File: src/rtl/i2c_bt_pkg.sv
package i2c_bt_pkg;

    typedef enum logic [1:0] {
        PH_IDLE  = 2'd0,
        PH_LOW   = 2'd1,
        PH_HIGH  = 2'd2,
        PH_SETUP = 2'd3
    } phase_e;

    localparam logic [1:0] MODE_STD   = 2'd0;
    localparam logic [1:0] MODE_FAST  = 2'd1;
    localparam logic [1:0] MODE_HS    = 2'd2;
    localparam logic [1:0] MODE_FPLUS = 2'd3;

    // Baud periods spent low: two for the divide-by-three modes, else one.
    function automatic logic [1:0] low_ticks(input logic [1:0] mode);
        return (mode == MODE_FAST || mode == MODE_FPLUS) ? 2'd2 : 2'd1;
    endfunction

    typedef struct packed {
        phase_e     phase;
        logic [1:0] tk;
        logic       stretched;
        logic       fall;
        logic       rise;
    } ctl_t;

endpackage

File: src/rtl/bt_baud_prescaler.sv
module bt_baud_prescaler #(
    parameter int W = 16
) (
    input  logic         clk_i,
    input  logic         rst_ni,
    input  logic         clr_i,
    input  logic         en_i,
    input  logic [W-1:0] period_i,
    output logic         tick_o
);

    logic [W-1:0] cnt_d, cnt_q;
    logic [W-1:0] last;

    always_comb begin
        // A zero period is clamped to a single cycle.
        last   = (period_i == '0) ? '0 : period_i - 1'b1;
        tick_o = en_i && !clr_i && (cnt_q == last);
        cnt_d  = cnt_q;
        if (clr_i) begin
            cnt_d = '0;
        end else if (en_i) begin
            cnt_d = tick_o ? '0 : cnt_q + 1'b1;
        end
    end

    always_ff @(posedge clk_i or negedge rst_ni) begin
        if (!rst_ni) cnt_q <= '0;
        else         cnt_q <= cnt_d;
    end

    AST_TICK_GAP: assert property (@(posedge clk_i) disable iff (!rst_ni)
        (tick_o && last != '0) |=> (!tick_o || !$stable(period_i)));

endmodule

File: src/rtl/bt_setup_timer.sv
module bt_setup_timer #(
    parameter int W = 16
) (
    input  logic         clk_i,
    input  logic         rst_ni,
    input  logic         run_i,
    input  logic [W-1:0] limit_i,
    output logic         done_o
);

    logic [W-1:0] cnt_d, cnt_q;

    always_comb begin
        done_o = run_i && (({1'b0, cnt_q} + 1'b1) == {1'b0, limit_i});
        cnt_d  = run_i ? cnt_q + 1'b1 : '0;
    end

    always_ff @(posedge clk_i or negedge rst_ni) begin
        if (!rst_ni) cnt_q <= '0;
        else         cnt_q <= cnt_d;
    end

    AST_SETUP_LIMIT: assert property (@(posedge clk_i) disable iff (!rst_ni)
        run_i |-> (limit_i != '0));

    AST_SETUP_EXIT: assert property (@(posedge clk_i) disable iff (!rst_ni)
        done_o |=> !run_i);

endmodule

File: src/rtl/bt_scl_timing.sv
module bt_scl_timing
    import i2c_bt_pkg::*;
#(
    parameter int BAUD_W  = 16,
    parameter int SETUP_W = 16
) (
    input  logic                clk_i,
    input  logic                rst_ni,
    input  logic                run_i,
    input  logic [1:0]          mode_i,
    input  logic [2*BAUD_W-1:0] baud_word_i,
    input  logic [SETUP_W-1:0]  setup_cnt_i,
    input  logic                scl_in_i,
    output logic                scl_low_o,
    output logic                tick_o,
    output logic                fall_o,
    output logic                rise_o,
    output logic                setup_o
);

    localparam int WORD_W = 2 * BAUD_W;

    ctl_t q, d;

    logic [BAUD_W-1:0] base_cnt;
    logic [1:0]        lt;
    logic              pre_en, pre_clr, pre_tick;
    logic              detect, setup_run, setup_done;

    // Only the low half sets the base period; the upper half is reserved.
    assign base_cnt  = baud_word_i[BAUD_W-1:0];
    assign setup_run = (q.phase == PH_SETUP);

    bt_baud_prescaler #(.W(BAUD_W)) i_pre (
        .clk_i    (clk_i),
        .rst_ni   (rst_ni),
        .clr_i    (pre_clr),
        .en_i     (pre_en),
        .period_i (base_cnt),
        .tick_o   (pre_tick)
    );

    bt_setup_timer #(.W(SETUP_W)) i_setup (
        .clk_i   (clk_i),
        .rst_ni  (rst_ni),
        .run_i   (setup_run),
        .limit_i (setup_cnt_i),
        .done_o  (setup_done)
    );

    always_comb begin
        lt      = low_ticks(mode_i);
        detect  = (q.phase == PH_HIGH) && scl_in_i && q.stretched;
        pre_en  = (q.phase == PH_LOW) ||
                  ((q.phase == PH_HIGH) && scl_in_i && !q.stretched);
        pre_clr = (q.phase == PH_IDLE) || (q.phase == PH_SETUP) || detect;

        d = q;
        unique case (q.phase)
            PH_IDLE: begin
                if (run_i) begin
                    d.phase = PH_LOW;
                    d.tk    = '0;
                end
            end
            PH_LOW: begin
                if (pre_tick) begin
                    if (q.tk == lt - 2'd1) begin
                        d.phase     = PH_HIGH;
                        d.tk        = '0;
                        d.stretched = 1'b0;
                    end else begin
                        d.tk = q.tk + 2'd1;
                    end
                end
            end
            PH_HIGH: begin
                if (!scl_in_i) begin
                    // Line still low after release: hold the count.
                    d.stretched = 1'b1;
                end else if (q.stretched) begin
                    // This cycle is the first setup cycle.
                    d.stretched = 1'b0;
                    if (setup_cnt_i != '0) d.phase = PH_SETUP;
                end else if (pre_tick) begin
                    d.phase = PH_LOW;
                    d.tk    = '0;
                end
            end
            PH_SETUP: begin
                if (setup_done) d.phase = PH_HIGH;
            end
            default: d.phase = PH_IDLE;
        endcase

        if (!run_i) begin
            d.phase     = PH_IDLE;
            d.tk        = '0;
            d.stretched = 1'b0;
        end

        d.fall = (d.phase == PH_LOW)  && (q.phase != PH_LOW);
        d.rise = (d.phase == PH_HIGH) && (q.phase == PH_LOW);
    end

    always_ff @(posedge clk_i or negedge rst_ni) begin
        if (!rst_ni) begin
            q <= '{phase: PH_IDLE, tk: 2'd0, stretched: 1'b0,
                   fall: 1'b0, rise: 1'b0};
        end else begin
            q <= d;
        end
    end

    assign scl_low_o = (q.phase == PH_LOW);
    assign tick_o    = pre_tick;
    assign fall_o    = q.fall;
    assign rise_o    = q.rise;
    assign setup_o   = setup_run;

    AST_FALL_ON_ENTRY: assert property (@(posedge clk_i) disable iff (!rst_ni)
        $rose(scl_low_o) |-> fall_o);

    AST_STROBE_EXCL: assert property (@(posedge clk_i) disable iff (!rst_ni)
        !(fall_o && rise_o));

    AST_RUN_RELEASE: assert property (@(posedge clk_i) disable iff (!rst_ni)
        !run_i |=> !scl_low_o);

    AST_STRETCH_HOLD: assert property (@(posedge clk_i) disable iff (!rst_ni)
        ((q.phase == PH_HIGH) && !scl_in_i) |-> !tick_o);

    AST_SETUP_QUIET: assert property (@(posedge clk_i) disable iff (!rst_ni)
        setup_o |-> (!scl_low_o && !tick_o));

    AST_WORD_WIDTH: assert property (@(posedge clk_i) disable iff (!rst_ni)
        fall_o |-> $past(run_i));

    if (WORD_W < 2) begin : g_bad_width
        initial $display("bt_scl_timing: BAUD_W too small");
    end

endmodule

File: config.mk
export PLATFORM = sky130hd
export DESIGN_NAME = bt_scl_timing
export DESIGN_NICKNAME = d
export VERILOG_FILES = /design/src/rtl/i2c_bt_pkg.sv /design/src/rtl/bt_baud_prescaler.sv /design/src/rtl/bt_setup_timer.sv /design/src/rtl/bt_scl_timing.sv
export SDC_FILE = /design/constraint.sdc
export NUM_CORES = 1
export LEC_CHECK = 0
export ABC_AREA = 1
export BUFFER_PORTS_ARGS = -buffer_cell sky130_fd_sc_hd__buf_2
export CORE_MARGIN = 2
export CORE_UTILIZATION = 45
export CTS_BUF_LIST = sky130_fd_sc_hd__clkbuf_4 sky130_fd_sc_hd__clkbuf_8 sky130_fd_sc_hd__clkbuf_16
export DETAILED_ROUTE_END_ITERATION = 7
export PLACE_DENSITY_LB_ADDON = 0.08
export REMOVE_ABC_BUFFERS = 1
export SKIP_LAST_GASP = 1
export SLEW_MARGIN = 10
export SYNTH_ARGS = -nofsm -noshare
export SYNTH_HDL_FRONTEND = slang
export SYNTH_SLANG_ARGS = --single-unit
File: constraint.sdc
create_clock -name clk_i -period 2.66 [get_ports clk_i]
set_input_delay 0.399 -clock clk_i [delete_from_list [all_inputs] [get_ports clk_i]]
set_output_delay 0.399 -clock clk_i [all_outputs]
set_load 0.05 [all_outputs]
After elaboration in Yosys (flattened, before gate mapping)
Index checks and enable logic that the tools add are counted.
{ "word_totals": {"register_bits": 39, "latchBits": 0, "ram_bits": 0, "romBits": 0, "output_inout_bits": 5, "n_memories": 0} }
{ "op_classes": {"add_sub_neg": 6, "mul": 0, "div_mod_pow": 0, "n_lt_le_gt_ge": 0, "n_eq_ne": 18, "shifts": 0, "mux": 21, "bitwise": 0, "n_reduce_logical": 20} }
{ "op_table": {"columns": ["operator", "n"], "rows": [
  ["$mux W16", 5],
  ["$add A16 B1 Y16 const B", 2],
  ["$add A16 B1 Y17 const B", 1],
  ["$eq A17 B16 Y1", 1],
  ["$eq A16 B16 Y1", 1],
  ["$logic_not A16 Y1", 1],
  ["$reduce_bool A16 Y1", 1],
  ["$sub A16 B1 Y16 const B", 1],
  ["$mux W2", 7],
  ["$mux W5", 2],
  ["$ne A3 B3 Y1 const B", 3],
  ["$eq A2 B2 Y1 const B", 4],
  ["$logic_and A1 B1 Y1", 8],
  ["$mux W4", 2],
  ["$pmux W2 S4", 1],
  ["$eq A2 B1 Y1 const B", 3],
  ["$ne A3 B2 Y1 const B", 2],
  ["$pmux W2 S3", 1],
  ["$reduce_and A5 Y1", 1],
  ["$logic_or A1 B1 Y1", 4],
  ["$ne A4 B1 Y1 const B", 1],
  ["$ne A3 B1 Y1 const B", 1],
  ["$reduce_and A3 Y1", 1],
  ["$add A2 B1 Y2 const B", 1],
  ["8 further kinds", 10]
]} }

Logic depth before layout (Yosys ltp)
{ "logic_depth": {"word_depth": 14, "ltp_mapped": 20} }

By module
From an unflattened synthesis, not the netlist that was laid out.
{ "hier_totals": {"hier_cells": 602, "hier_area_um2": 3626.0} }
{ "modules_own_cells": {"columns": ["mod", "instances", "cells_per_inst", "area_per_inst_um2", "seq_area_each_um2"], "rows": [
  ["bt_baud_prescaler", 1, 312, 1757.9, 400.4],
  ["bt_setup_timer", 1, 198, 1239.9, 400.4],
  ["bt_scl_timing", 1, 92, 628.1, 175.2]
]} }

Worst setup path before layout
No wires, ideal clock.
{ "synth_timing": {"kind": "reg-to-output", "from": "register q[6] (netlist name)", "to": "output port tick_o", "arrival_time_ps": 2178, "t_required_ps": 2261, "path_slack_ps": 83, "stages_incl_launch_ff": 11, "n_path_buf": 0, "cell_sequence": "dfrtp_1 inv_1 ha_1 a21oi_1 nor2_1 nand3_1 nor2_1 nand2_1 nor2_4 nand2_2 inv_1"} }
{ "synth_between": {"elab_cells_between_ends": 13} }
{ "synth_rtl": {"columns": ["item", "line", "source"], "rows": [
  ["from (decl)", "bt_scl_timing.sv:23", "ctl_t q, d;"],
  ["from (signal assigned)", "bt_scl_timing.sv:108", "q <= '{phase: PH_IDLE, tk: 2'd0, stretched: 1'b0,"],
  ["$eq A2 B1 Y1", null, null],
  ["net scl_low_o", "bt_scl_timing.sv:14", "output logic scl_low_o,"],
  ["$logic_or A1 B1 Y1", "bt_scl_timing.sv:54", "pre_en = (q.phase == PH_LOW) ||"],
  ["$logic_and A1 B1 Y1 (2 in a row)", "bt_baud_prescaler.sv:18", "tick_o = en_i && !clr_i && (cnt_q == last);"],
  ["to (decl)", "bt_scl_timing.sv:15", "output logic tick_o,"]
]} }
The timed path passes the listed nets, and every way through them passes these cells.

Worst setup path in the final report
{ "layout_timing": {"from": "input port baud_word_i[1]", "to": "output port tick_o"} }
{ "layout_between": {"elab_chain_cells": 4, "elab_cells_between_ends": 5} }
{ "layout_lines": {"columns": ["item", "line", "source"], "rows": [
  ["from (decl)", "bt_scl_timing.sv:11", "input logic [2*BAUD_W-1:0] baud_word_i,"],
  ["$sub A16 B1 Y16 or $logic_not A16 Y1 (tied branches)", "bt_baud_prescaler.sv:17", "last = (period_i == '0) ? '0 : period_i - 1'b1;"],
  ["$mux W16 (*)", "bt_baud_prescaler.sv:17", null],
  ["$eq A16 B16 Y1 (*)", "bt_baud_prescaler.sv:18", null],
  ["$logic_and A1 B1 Y1 (*)", "bt_baud_prescaler.sv:18", null]
]} }
Mark *: on every way between the ends. The rest lies on a longest branch, timed or not.

==> results.md <==
- Leading area contributor after synthesis: dfrtp_1
- Via count: around 3600
- Max-Slew Margin vs Limit: 0.403
- Cell types with the largest area share after synthesis: dfrtp_1, nand2_1, inv_1, nand3_1, nor2_1
- Layout overhead on the synthesized area: 20.5%
- Count of pins on the block boundary: 59
- First drt pass iteration count: 4
- Max Root-Sink Buffers: 2
- Arr. time, crit path: ~2100 ps
- Post-synth ARST share: 1.00
- Clock transition at path regs: ~80 ps
- Routed wire length per instance: 11.8 um
- Type of element launching the critical path: input pin
- Clock Skews: 7.10 ps
- Aggregate global routing overflow: 0
- Count of pins over their slew limit: 0
- Setup repair after global routing missed its margin: yes
- Area of all placed cells without fillers: between 4000 and 5000 um2
- Largest fanout on the critical path: 8
- Starting utilization of the core area: 0.464
- Share of Yosys cell area claimed by the top area cell type: 0.290
- Antenna cells: 0
- Power per Cell Area: around 300 nW/um2
- Maximum clock rate: between 0.3 and 0.4 GHz
- Initial antenna violation count: 0
- Wire length of the first global-routing pass: ~15000 um
- Final Critical Period: ~2500 ps
- Total track usage: 0.213
- Cell types with the highest counts after synthesis: nand2_1, inv_1, nor2_1, nand3_1, dfrtp_1
- Overall power after layout: 1.24 mW
- Area occupied by registers: slightly below 1000 um2
- Unique masters post-synth: 34
- Endpoint kind of the worst setup timing path: output pin
- Detailed-route wire length: about 8300 um
- Number of global-route vias before repair: around 3300
- Latest clock arrival within the worst-skew pair: ~300 ps
- Num CTS Buffers: 5
- Vias per cell: approximately 5.1
- Area of the mapped netlist: approximately 3400 um2
- Share of post-route cells with drive strength above 1: 0.193
- Hold buffers post-CTS: 0
- Area inside the core boundary: about 7300 um2
- CTS sink cnt: 39
- Cell leakage power: ~2.0 nW
- Clock root buffer: clkbuf_8
- Most used flip-flop cell after synthesis: dfrtp_1
- Final layout net count: ~670
- Post-synth EDFFs: 0
- Final weighted congestion in routability-driven placement: just under 0.9
- Clock tree from TritonCTS: built
- Vertical die dimension: around 91 um
- Count of yosys warnings during synthesis: 0
- Worst IR Drop VDD: 0.210 mV
- Multi-input gate area in the final layout: around 2200 um2
- Synth Register Bits: 39
- Row cnt: 31
- Floorplan die area: approximately 8200 um2
- Dominant cell by count in the synthesized netlist: nand2_1
- Synthesized netlist cell count: about 540
- Mean instance size in the synthesized netlist: 6.22 um2
- Cell area after placement: roughly 3800 um2
- Post-synthesis sequential area ratio: 0.290
- Max-cap violations: 0
- Initial DRC count: ~190
- Fill cell count: between 700 and 800
- Horizontal extent of the die: ~91 um
- H-tree Lvls: 2
- Setup Viol. Count Final: 0
- Port Buffer Count: 41
- Final hold vios: 0
- Pin count of the biggest net entering global routing: 40
- Post-detailed-route count of antenna-violating nets: 0
- Worst hold-check path type: input pin to asynchronous set/reset pin
- Outcome: complete, no violations
- Dpl hpwl: ~6600 um
- Remaining design rule violation count: 0
- Worst endpoint required time: 2260 ps
- Type of the worst setup path: input pin to output pin
- Measured slew at the worst slew-check pin: between 800 and 900 ps
- Final cycle utilization of the critical path: 0.946
-- per-layer routing --
layer,global-route usage,share of wire,up-vias
li1,-,-,1867
met1,0.299,0.50,1635
met2,0.350,0.46,65
met3,0.0301,0.032,11
met4,0.0423,0.011,0
met5,0,0,-
-- logic make-up (layout without fill, tap and decap cells) --
family	count (synthesis)	count (layout)	synth area share
AOI/OAI and AO/OA	47	47	0.0847
xor gates and xnor gates	16	16	0.0457
buffers and inverters	87	151	0.101
and+or+nand+nor	344	344	0.449
DFF	39	39	0.290
adders and majority gates	8	8	0.0297
-- final timing paths --
path / slack [ps] / depth (start not counted) / from / to
worst max-delay path: 140 / 17 / baud_word_i[1] / tick_o
worst min-delay path: 210 / 1 / rst_ni / i_pre.cnt_q[3]$_DFFE_PN0P_
worst max register to register: 300 / 18 / i_setup.cnt_q[0]$_DFF_PN0_ / fall_o$_DFF_PN0_
worst min register to register: 530 / 2 / q[4]$_DFFE_PN0P_ / q[4]$_DFFE_PN0P_
max in group asynchronous: 1820 / 1 / rst_ni / q[5]$_DFF_PN0_
min in group clk_i: 360 / 3 / run_i / fall_o$_DFF_PN0_
-- worst max-delay path: stages --
cell and delay (ps):
buf_2 110, inv_2 60, ha_4 150, nand2_4 60, buf_12 130, nor2_4 240
nand2_2 80, nand2_2 90, nand2_1 50, nand2_1 70, nand3_2 80, nor2_2 120
nand2_2 70, nor2_4 130, nand2_2 70, inv_2 70, buf_8 140
-- through the flow --
step	TNS, ps	utilization	cells	setup WS [ps]	hold WS (ps)
3_5_place_dp	-7.29	0.523	690	-7.29	511
5_1_grt	-9.18	0.559	704	-9.18	312
4_1_cts	0	0.535	698	0.450	264
6_report	0	0.559	704	145	211
2_1_floorplan	0	-	536	82.5	103
3_3_place_gp	-7.46	0.523	690	-7.46	504
-- final cells by class --
class / count / share of cell area
multi-input combinational: 415 / 0.535
timing repair buffer: 61 / 0.0962
sequential: 39 / 0.241
tap: 99 / 0.0305
clock inverter: 3 / 0.00370
inverter: 82 / 0.0759
clock buffer: 5 / 0.0170
-- flip-flops by register name (all words and copies together), names as in the netlist --
signal,cells
i_setup.cnt_q,16
rise_o,1
q,5
fall_o,1
i_pre.cnt_q,16
-- report_power, final --
| group | switching (mW) | leakage [nW] | internal [mW] |
|---|---|---|---|
| registers | 0.00539 | 0.538 | 0.599 |
| clock network | 0.223 | 0.0477 | 0.180 |
| logic | 0.148 | 1.43 | 0.0894 |
-- cell usage in the layout (no fill, tap or decap), drive strengths merged, types with 12 or more instances in the layout --
master,instances
nand2,164
nor2,86
inv,82
nand3,62
buf,61
dfrtp,39
nand4,18
a21oi,14
xor2,12
o21ai,12
-- timing repair --
action                                  4_1_cts  5_1_grt
endpoints found under the setup margin        1        4
pin swaps                                     0       11
resized for setup                             2       37
cloned                                        0        0
setup buffers                                 0        6
Note: power is estimated with default switching activity, not from simulation.
